<file path="src/rtl/fws_pkg.sv">
package fws_pkg;
    typedef enum logic [1:0] {
        ST_IDLE  = 2'd0,
        ST_PROG  = 2'd1,
        ST_ERASE = 2'd2,
        ST_RECOV = 2'd3
    } fws_state_t;
endpackage

</file>
<file path="src/rtl/fws_timer.sv">
// Down-counter shared by the busy and recovery phases.
module fws_timer #(
    parameter int CW = 8
) (
    input  logic          clk,
    input  logic          rst_n,
    input  logic          load,
    input  logic [CW-1:0] load_val,
    output logic          expired
);
    logic [CW-1:0] cnt_q;

    always_ff @(posedge clk or negedge rst_n) begin
        if (!rst_n)              cnt_q <= '0;
        else if (load)           cnt_q <= load_val;
        else if (cnt_q != '0)    cnt_q <= cnt_q - 1'b1;
    end

    assign expired = (cnt_q == '0);
endmodule

</file>
<file path="src/rtl/fws_toggle.sv">
// Toggle status bit: flips once per qualified read while busy.
module fws_toggle (
    input  logic clk,
    input  logic rst_n,
    input  logic advance,
    output logic tgl
);
    always_ff @(posedge clk or negedge rst_n) begin
        if (!rst_n)       tgl <= 1'b0;
        else if (advance) tgl <= ~tgl;
    end
endmodule

</file>
<file path="src/rtl/fws_outmux.sv">
// Output process: data bus selection, bus enable and ready/busy drive.
module fws_outmux
    import fws_pkg::*;
#(
    parameter int DW = 16
) (
    input  fws_state_t    state,
    input  logic          rst_n,
    input  logic          ce_n,
    input  logic          oe_n,
    input  logic          w7_q,
    input  logic          tgl,
    input  logic [DW-1:0] arr_data,
    output logic [DW-1:0] dq_out,
    output logic          dq_oe,
    output logic          rb_pull_low
);
    logic [DW-1:0] sel;

    always_comb begin
        sel = '0;
        unique case (state)
            ST_IDLE:  sel = arr_data;
            ST_PROG:  begin sel[7] = ~w7_q; sel[6] = tgl; end
            ST_ERASE: begin sel[7] = 1'b0;  sel[6] = tgl; end
            ST_RECOV: begin sel[7] = w7_q;  sel[6] = tgl; end
            default:  sel = '0;
        endcase
        dq_oe       = rst_n && !ce_n && !oe_n;
        dq_out      = dq_oe ? sel : '0;
        rb_pull_low = rst_n && !ce_n && (state == ST_PROG || state == ST_ERASE);
    end
endmodule

</file>
<file path="src/rtl/flash_wstat.sv">
module flash_wstat
    import fws_pkg::*;
#(
    parameter int DW        = 16,
    parameter int PROG_CYC  = 20,
    parameter int ERASE_CYC = 60,
    parameter int RECOV_CYC = 8
) (
    input  logic          clk,
    input  logic          rst_n,
    input  logic          op_start,
    input  logic          op_is_erase,
    input  logic [DW-1:0] op_word,
    input  logic          ce_n,
    input  logic          oe_n,
    input  logic          rd_stb,
    input  logic [DW-1:0] arr_data,
    output logic [DW-1:0] dq_out,
    output logic          dq_oe,
    output logic          rb_pull_low
);
    localparam int MAXC_A = (PROG_CYC > ERASE_CYC) ? PROG_CYC : ERASE_CYC;
    localparam int MAXC   = (MAXC_A > RECOV_CYC) ? MAXC_A : RECOV_CYC;
    localparam int CW     = $clog2(MAXC + 1);
    localparam logic [CW-1:0] PROG_LD  = CW'(PROG_CYC - 1);
    localparam logic [CW-1:0] ERASE_LD = CW'(ERASE_CYC - 1);
    localparam logic [CW-1:0] RECOV_LD = CW'(RECOV_CYC - 1);

    fws_state_t    state_q, state_d;
    logic          expired, busy, start_ok, tmr_load, rd_q, tgl_q;
    logic          w7_q, w7_d;
    logic [CW-1:0] tmr_val;

    assign busy     = (state_q == ST_PROG) || (state_q == ST_ERASE);
    assign start_ok = (state_q == ST_IDLE) && op_start;
    assign rd_q     = rd_stb && !ce_n && !oe_n;

    // State register
    always_ff @(posedge clk or negedge rst_n) begin
        if (!rst_n) begin
            state_q <= ST_IDLE;
            w7_q    <= 1'b0;
        end else begin
            state_q <= state_d;
            w7_q    <= w7_d;
        end
    end

    // Next-state and timer control
    always_comb begin
        state_d  = state_q;
        w7_d     = w7_q;
        tmr_load = 1'b0;
        tmr_val  = RECOV_LD;
        unique case (state_q)
            ST_IDLE: if (op_start) begin
                tmr_load = 1'b1;
                if (op_is_erase) begin
                    state_d = ST_ERASE;
                    tmr_val = ERASE_LD;
                    w7_d    = 1'b1;
                end else begin
                    state_d = ST_PROG;
                    tmr_val = PROG_LD;
                    w7_d    = op_word[7];
                end
            end
            ST_PROG, ST_ERASE: if (expired) begin
                state_d  = ST_RECOV;
                tmr_load = 1'b1;
                tmr_val  = RECOV_LD;
            end
            ST_RECOV: if (expired) state_d = ST_IDLE;
            default: state_d = ST_IDLE;
        endcase
    end

    fws_timer #(.CW(CW)) u_timer (
        .clk      (clk),
        .rst_n    (rst_n),
        .load     (tmr_load),
        .load_val (tmr_val),
        .expired  (expired)
    );

    fws_toggle u_toggle (
        .clk     (clk),
        .rst_n   (rst_n),
        .advance (busy && rd_q),
        .tgl     (tgl_q)
    );

    fws_outmux #(.DW(DW)) u_out (
        .state       (state_q),
        .rst_n       (rst_n),
        .ce_n        (ce_n),
        .oe_n        (oe_n),
        .w7_q        (w7_q),
        .tgl         (tgl_q),
        .arr_data    (arr_data),
        .dq_out      (dq_out),
        .dq_oe       (dq_oe),
        .rb_pull_low (rb_pull_low)
    );

    logic unused_ok;
    assign unused_ok = start_ok;
endmodule

</file>
<file path="config.mk">
export PLATFORM = sky130hd
export DESIGN_NAME = flash_wstat
export DESIGN_NICKNAME = d
export VERILOG_FILES = /design/src/rtl/fws_pkg.sv /design/src/rtl/fws_timer.sv /design/src/rtl/fws_toggle.sv /design/src/rtl/fws_outmux.sv /design/src/rtl/flash_wstat.sv
export SDC_FILE = /design/constraint.sdc
export NUM_CORES = 1
export LEC_CHECK = 0
export BUFFER_PORTS_ARGS = -buffer_cell sky130_fd_sc_hd__buf_2
export CELL_PAD_IN_SITES_DETAIL_PLACEMENT = 1
export CELL_PAD_IN_SITES_GLOBAL_PLACEMENT = 2
export CORE_MARGIN = 2
export CORE_UTILIZATION = 21
export DETAILED_ROUTE_END_ITERATION = 6
export GPL_TIMING_DRIVEN = 0
export PLACE_DENSITY = 0.87
export REMOVE_ABC_BUFFERS = 1
export SLEW_MARGIN = 25
export SYNTH_ARGS = -nofsm -noshare
export SYNTH_HDL_FRONTEND = slang
export SYNTH_SLANG_ARGS = --single-unit
</file>
<file path="constraint.sdc">
create_clock -name clk -period 2.4 [get_ports clk]
set_input_delay 0.36 -clock clk [delete_from_list [all_inputs] [get_ports clk]]
set_output_delay 0.36 -clock clk [all_outputs]
set_load 0.02 [all_outputs]
</file>
# --- Word-level counts from Yosys, hierarchy flattened ---
# Index checks and enable logic that the tools add are counted.
# W data, S select, Z words.
op_classes:
  order_cmp: 0
  add_sub_neg: 1
  n_bitwise: 2
  n_mux: 18
  shift: 0
  multipliers: 0
  div_mod_pow: 0
  n_reduce_logical: 16
  eq_ne: 6
op_table:
  columns: ["cell", "n"]
  rows:
  - ["$mux W6", 6]
  - ["$mux W16", 1]
  - ["$mux W2", 4]
  - ["$mux W8", 1]
  - ["$pmux W2 S4", 1]
  - ["$logic_and A1 B1 Y1", 6]
  - ["$logic_not A6 Y1", 1]
  - ["$ne A2 B2 Y1 const B", 3]
  - ["$pmux W2 S3", 1]
  - ["$reduce_bool A6 Y1", 1]
  - ["$sub A6 B1 Y6 const B", 1]
  - ["$eq A2 B2 Y1 const B", 2]
  - ["$mux W1", 3]
  - ["$reduce_and A3 Y1", 1]
  - ["$eq A2 B1 Y1 const B", 1]
  - ["$logic_not A1 Y1", 2]
  - ["$logic_not A2 Y1", 1]
  - ["$not A1 Y1", 2]
  - ["$pmux W1 S2", 1]
  - ["$reduce_and A2 Y1", 1]
  - ["$reduce_bool A2 Y1", 1]
  - ["$reduce_or A2 Y1", 1]
  - ["$logic_or A1 B1 Y1", 1]
word_totals:
  reg_bits: 10
  latchBits: 0
  mem_bits_rw: 0
  wordCells: 47
  inputBits: 39
  mem_bits_ro: 0
  n_memories: 0
  out_inout_bits: 18

# --- Longest topological paths before layout ---
logic_depth:
  word_depth: 4
  depth_mapped: 6
  ltp_nobuf: 6

# --- Hierarchy ---
# From an unflattened synthesis, not the netlist that was laid out.
hier_totals:
  cells_unflattened: 99
  hier_area_um2: 912.1
by_module_without_submodules:
  columns: ["mod", "seq_area_each_um2", "cells_each", "area_each_um2", "n_inst"]
  rows:
  - ["fws_timer", 150.1, 40, 400.4, 1]
  - ["fws_outmux", 0.0, 31, 250.2, 1]
  - ["flash_wstat", 75.1, 26, 227.7, 1]
  - ["fws_toggle", 25.0, 2, 33.8, 1]

# --- Least setup slack after synthesis ---
# Ideal clock, no wire load.
synth_timing:
  kind: "input-to-output"
  startpoint: "input ce_n"
  endpoint: "output dq_out[10]"
  arrival_time_ns: 1.354
  path_slack_ns: 0.686
  cell_stages: 4
  cell_sequence: "or3b_1 -> inv_2 -> buf_2 -> and3_1"
synth_between:
  elab_chain_cells: 4
synth_rtl:
  columns: ["item", "line_no", "source"]
  rows:
  - ["start, declared", "flash_wstat.sv:14", "input logic ce_n,"]
  - ["$logic_not A1 Y1", "fws_outmux.sv:29", "dq_oe = rst_n && !ce_n && !oe_n;"]
  - ["$logic_and A1 B1 Y1 (2 in a row)", "fws_outmux.sv:29", null]
  - ["net dq_oe", "flash_wstat.sv:19", "output logic dq_oe,"]
  - ["$mux W16", "fws_outmux.sv:30", "dq_out = dq_oe ? sel : '0;"]
  - ["end, declared", "flash_wstat.sv:18", "output logic [DW-1:0] dq_out,"]
# The timed path passes the listed nets, and every way through them passes these cells.

# --- Worst setup path in the final report ---
layout_timing:
  startpoint: "register state_q[1]"
  endpoint: "output dq_out[7]"
layout_between:
  elab_chain_cells: 3
  word_cells_on_any_way: 6
  cone_classes: "eq/ne: 3; mux: 2; reduce/logical: 1"
layout_rtl:
  columns: ["item", "line_no", "source"]
  rows:
  - ["start, declared", "flash_wstat.sv:29", "fws_state_t state_q, state_d;"]
  - ["start signal, assigned", "flash_wstat.sv:44", "state_q <= state_d;"]
  - ["$eq A2 B2 Y1 (tied with other cells)", "fws_outmux.sv:22", "unique case (state)"]
  - ["$pmux W2 S4 *", "fws_outmux.sv:22", null]
  - ["$mux W16 *", "fws_outmux.sv:30", null]
# Mark *: on every way between the ends. The rest lies on a longest branch, timed or not.

==> results.toml <==
[run]
cap_viol_max_count = 0

[synth]
synth_cell_type_count = 27
synth.most_common_cell = "and3_1"
synth_edf_count = 0
postSynth.asyncResetShare_pct = 100
avgSynthCellArea_sq_um = 8.73
ys_seq_area_share_pct = 32.6
syn_inst = 88
synth_top_family_by_area = "simple AND/OR/NAND/NOR gates"
synthFlopType = "dfrtp_1"
ys_warn_count = 0
synth-compound-area-share_pct = 9.12
muxShareOfSynthArea_pct = 6.51
yosys-top-cells-area = "dfrtp_1 33%, and3_1 11%, ha_1 9.8%, mux2i_1 6.5%, nor2_1 4.4%"
syn_area_sq_um = 768
synth-xor-area-share_pct = 4.56
yosys-top-cells-count = "14 x and3_1, 10 x dfrtp_1, 9 x nor2_1, 8 x nand2_1, 6 x ha_1"
synthAdderAreaFrac_pct = 9.77
synth-simple-area-share_pct = 33.4
synth-seq-cells = 10
yosys.area.top_type = "dfrtp_1"
yosysTopAreaCellShare_pct = 32.6

[finish]
nFillCells = 440
diodes = 0
layout-drive-gt1-share_pct = 36.2
finalNetCount = 177
area_delta_synth_final_pct = 36.8
layoutNonFillerInstCount = 176
multi_input_area_sq_um = 487
register_area_sq_um = 250

[floorplan]
fp.coreArea_sq_mm = 0.00342
dieArea_sq_mm = 0.00416
die_y_um = 64.5
rows = 21
dieWidth_um = 64.5
ioPinCount = 57
start_util_pct = 22.5

[power]
p_leak_nw = 0.650
p_int_uw = 606
p_seq_share_pct = 31.6
peakVddDrop_mv = 0.339
clockPowerShare_pct = 11.6
p_sw_share_pct = 45.1
p_sw_uw = 497
cellPowerDensity_mw_per_mm2 = 1050
pwr-share-comb_pct = 56.8

[global_route]
grt.total_usage_pct = 11.3
grt_overflow = 0
antenna_found_initial = 0
grt_max_degree = 24
grt_pass1_wl_um = 3540
grt_pass1_vias = 796

[worst_setup_path]
path_max_fanout = 23
crit_type = "reg -> out"
r2r_start = "state_q[1]$_DFFE_PN0P_"
worst_ep_required_time_ns = 2.04
path_cells = "inv_1 -> ha_1 -> nor2_1 -> a21oi_1 -> nor2_1 -> buf_2"
worstPathArrival_ns = 1.88
slowest_stage = "ha_1"
startpoint_type = "flop"
crit_start = "state_q[1]$_DFFE_PN0P_"
cp_slowest_stage_delay_ns = 0.58
path_common_cell = "nor2_1"
cp-end-kind = "output pin"

[detailed_routing]
via_per_inst = 4.36
vias = 767
ant_nets = 0
routed_wl_um = 2290
avgRoutedWirePerCell_um = 13.0
drt-initial-drc-count = 20
drc_errors = 0
first_pass_iters = 3

[hold_path]
hp-start = "op_word[7]"
min_path_type = "in -> reg"

[cts]
cts.sinks = 10
cts_setup_buffers = 0
h-tree-depth = 1
clk_latency_ns = 0.28
cts_buffer_depth = 2
path_clk_slew_ns = 0.07
clock-root-buffer = "clkbuf_4"
cts_made_buffers = 3
cts_tree = "built"

[sta]
setup_viol = 0
rsz0062_at_grt = "false"
setup_ws_ns = 0.159
fin_crit_sh_pct = 93.4
worst_slew_pin_slew_ns = 0.646
drv_slew = 0
hold_viol_final = 0
slew-limit-headroom_pct = 56.9
setup-tns-final_ns = 0
post-route-min-period_ns = 2.24
max_freq_ghz = 0.446
finClkSkew_ns = 0.000515

[placed_design]
port_buffers = 41
dp_cells = 172
dp_slack_ns = 0.375
dp_hpwl_um = 1780
gp_congestion = 0.730

[status]
status = "completed"
## power by group through the flow
stage          combinational [mW]  sequential (mW)  clock, mW
2_1_floorplan               0.485            0.335          0
3_3_place_gp                0.598            0.349          0
3_5_place_dp                0.623            0.352          0
4_1_cts                     0.634            0.350      0.125
5_1_grt                     0.707            0.365      0.138
6_report                    0.627            0.349      0.128
## what timing repair did
action,CTS,global route
endpoints found under the hold margin,10,0
hold buffers,1,0
resized for setup,0,0
## cells in the final DEF (no fill, tap or decap)
| master | count |
|---|---|
| a21oi_1 | 3 |
| nor3_1 | 1 |
| nand3_1 | 1 |
| mux2i_1 | 5 |
| nor4bb_1 | 1 |
| or2_1 | 1 |
| or3_1 | 2 |
| o21ai_1 | 2 |
| and3_1 | 14 |
| dfrtp_1 | 10 |
| clkbuf_4 | 3 |
| nand3b_4 | 1 |
| xnor2_1 | 2 |
| xor2_1 | 2 |
| or3b_1 | 1 |
| ha_1 | 6 |
| nand2_1 | 8 |
| nor2_1 | 9 |
| and3b_1 | 1 |
| a211oi_1 | 1 |
| dlygate4sd3_1 | 1 |
| nor2b_1 | 2 |
| inv_2 | 1 |
| buf_2 | 41 |
| o21ai_0 | 3 |
| nor3_4 | 1 |
| a21o_1 | 3 |
| inv_1 | 4 |
## cell families (layout without fill, tap and decap cells)
family | after synthesis | count (layout)
XOR/XNOR | 4 | 4
flip-flops | 10 | 10
AO/OA/AOI/OAI | 12 | 12
AND/OR/NAND/NOR | 43 | 43
multiplexers | 5 | 5
adder cells (fa/ha/maj) | 6 | 6
buffers and inverters | 8 | 50
## flip-flops by register name (all words and copies together), names as in the netlist
| signal | cells |
|---|---|
| state_q | 2 |
| u_timer.cnt_q | 6 |
| u_toggle.tgl | 1 |
| w7_q | 1 |
## final cells by class
class	instances	area share, %
multi-input cells	70	46.3
flip-flops and latches	10	23.8
repair buffers	42	20.5
well taps	46	5.48
clock buffers	3	2.14
inverters	5	1.79
## worst max-delay path, delay by kind of cell (launching register included)
kind / cells / cell delay, ns
AOI/OAI and AO/OA: 1 / 0.15
adders and majority gates: 1 / 0.58
buffers and inverters: 2 / 0.28
DFF: 1 / 0.42
and+or+nand+nor: 2 / 0.17
## final timing paths
kind,endpoint,slack (ns),cells past startpoint
max,dq_out[7],0.16,6
min,w7_q$_DFFE_PN0P_,0.32,3
max reg2reg,u_timer.cnt_q[5]$_DFFE_PN0P_,0.34,6
min reg2reg,u_toggle.tgl$_DFFE_PN0P_,0.47,1
max in group asynchronous,u_toggle.tgl$_DFFE_PN0P_,1.45,2
min in group asynchronous,state_q[0]$_DFFE_PN0P_,0.61,2
## per-layer routing
layer | track usage, % | routed length, um | up-vias
met5 | 0 | 0 | -
met4 | 5.59 | 33 | 0
met3 | 2.78 | 52 | 3
met2 | 19.8 | 1240 | 11
met1 | 12.7 | 963 | 366
li1 | - | - | 387
## through the flow
| stage | total power, mW | instance area (sq um) | util, % | hold slack [ns] |
|---|---|---|---|---|
| final | 1.10 | 1050 | 30.8 | 0.319 |
| after global routing | 1.21 | 1050 | 30.8 | 0.329 |
| after CTS | 1.11 | 1050 | 30.8 | 0.324 |
| after detailed placement | 0.976 | 1020 | 29.8 | 0.250 |
| after global placement | 0.947 | 1020 | 29.8 | 0.245 |
| after floorplan | 0.820 | 756 | - | 0.0644 |
Power figures use the tool's default switching activity.
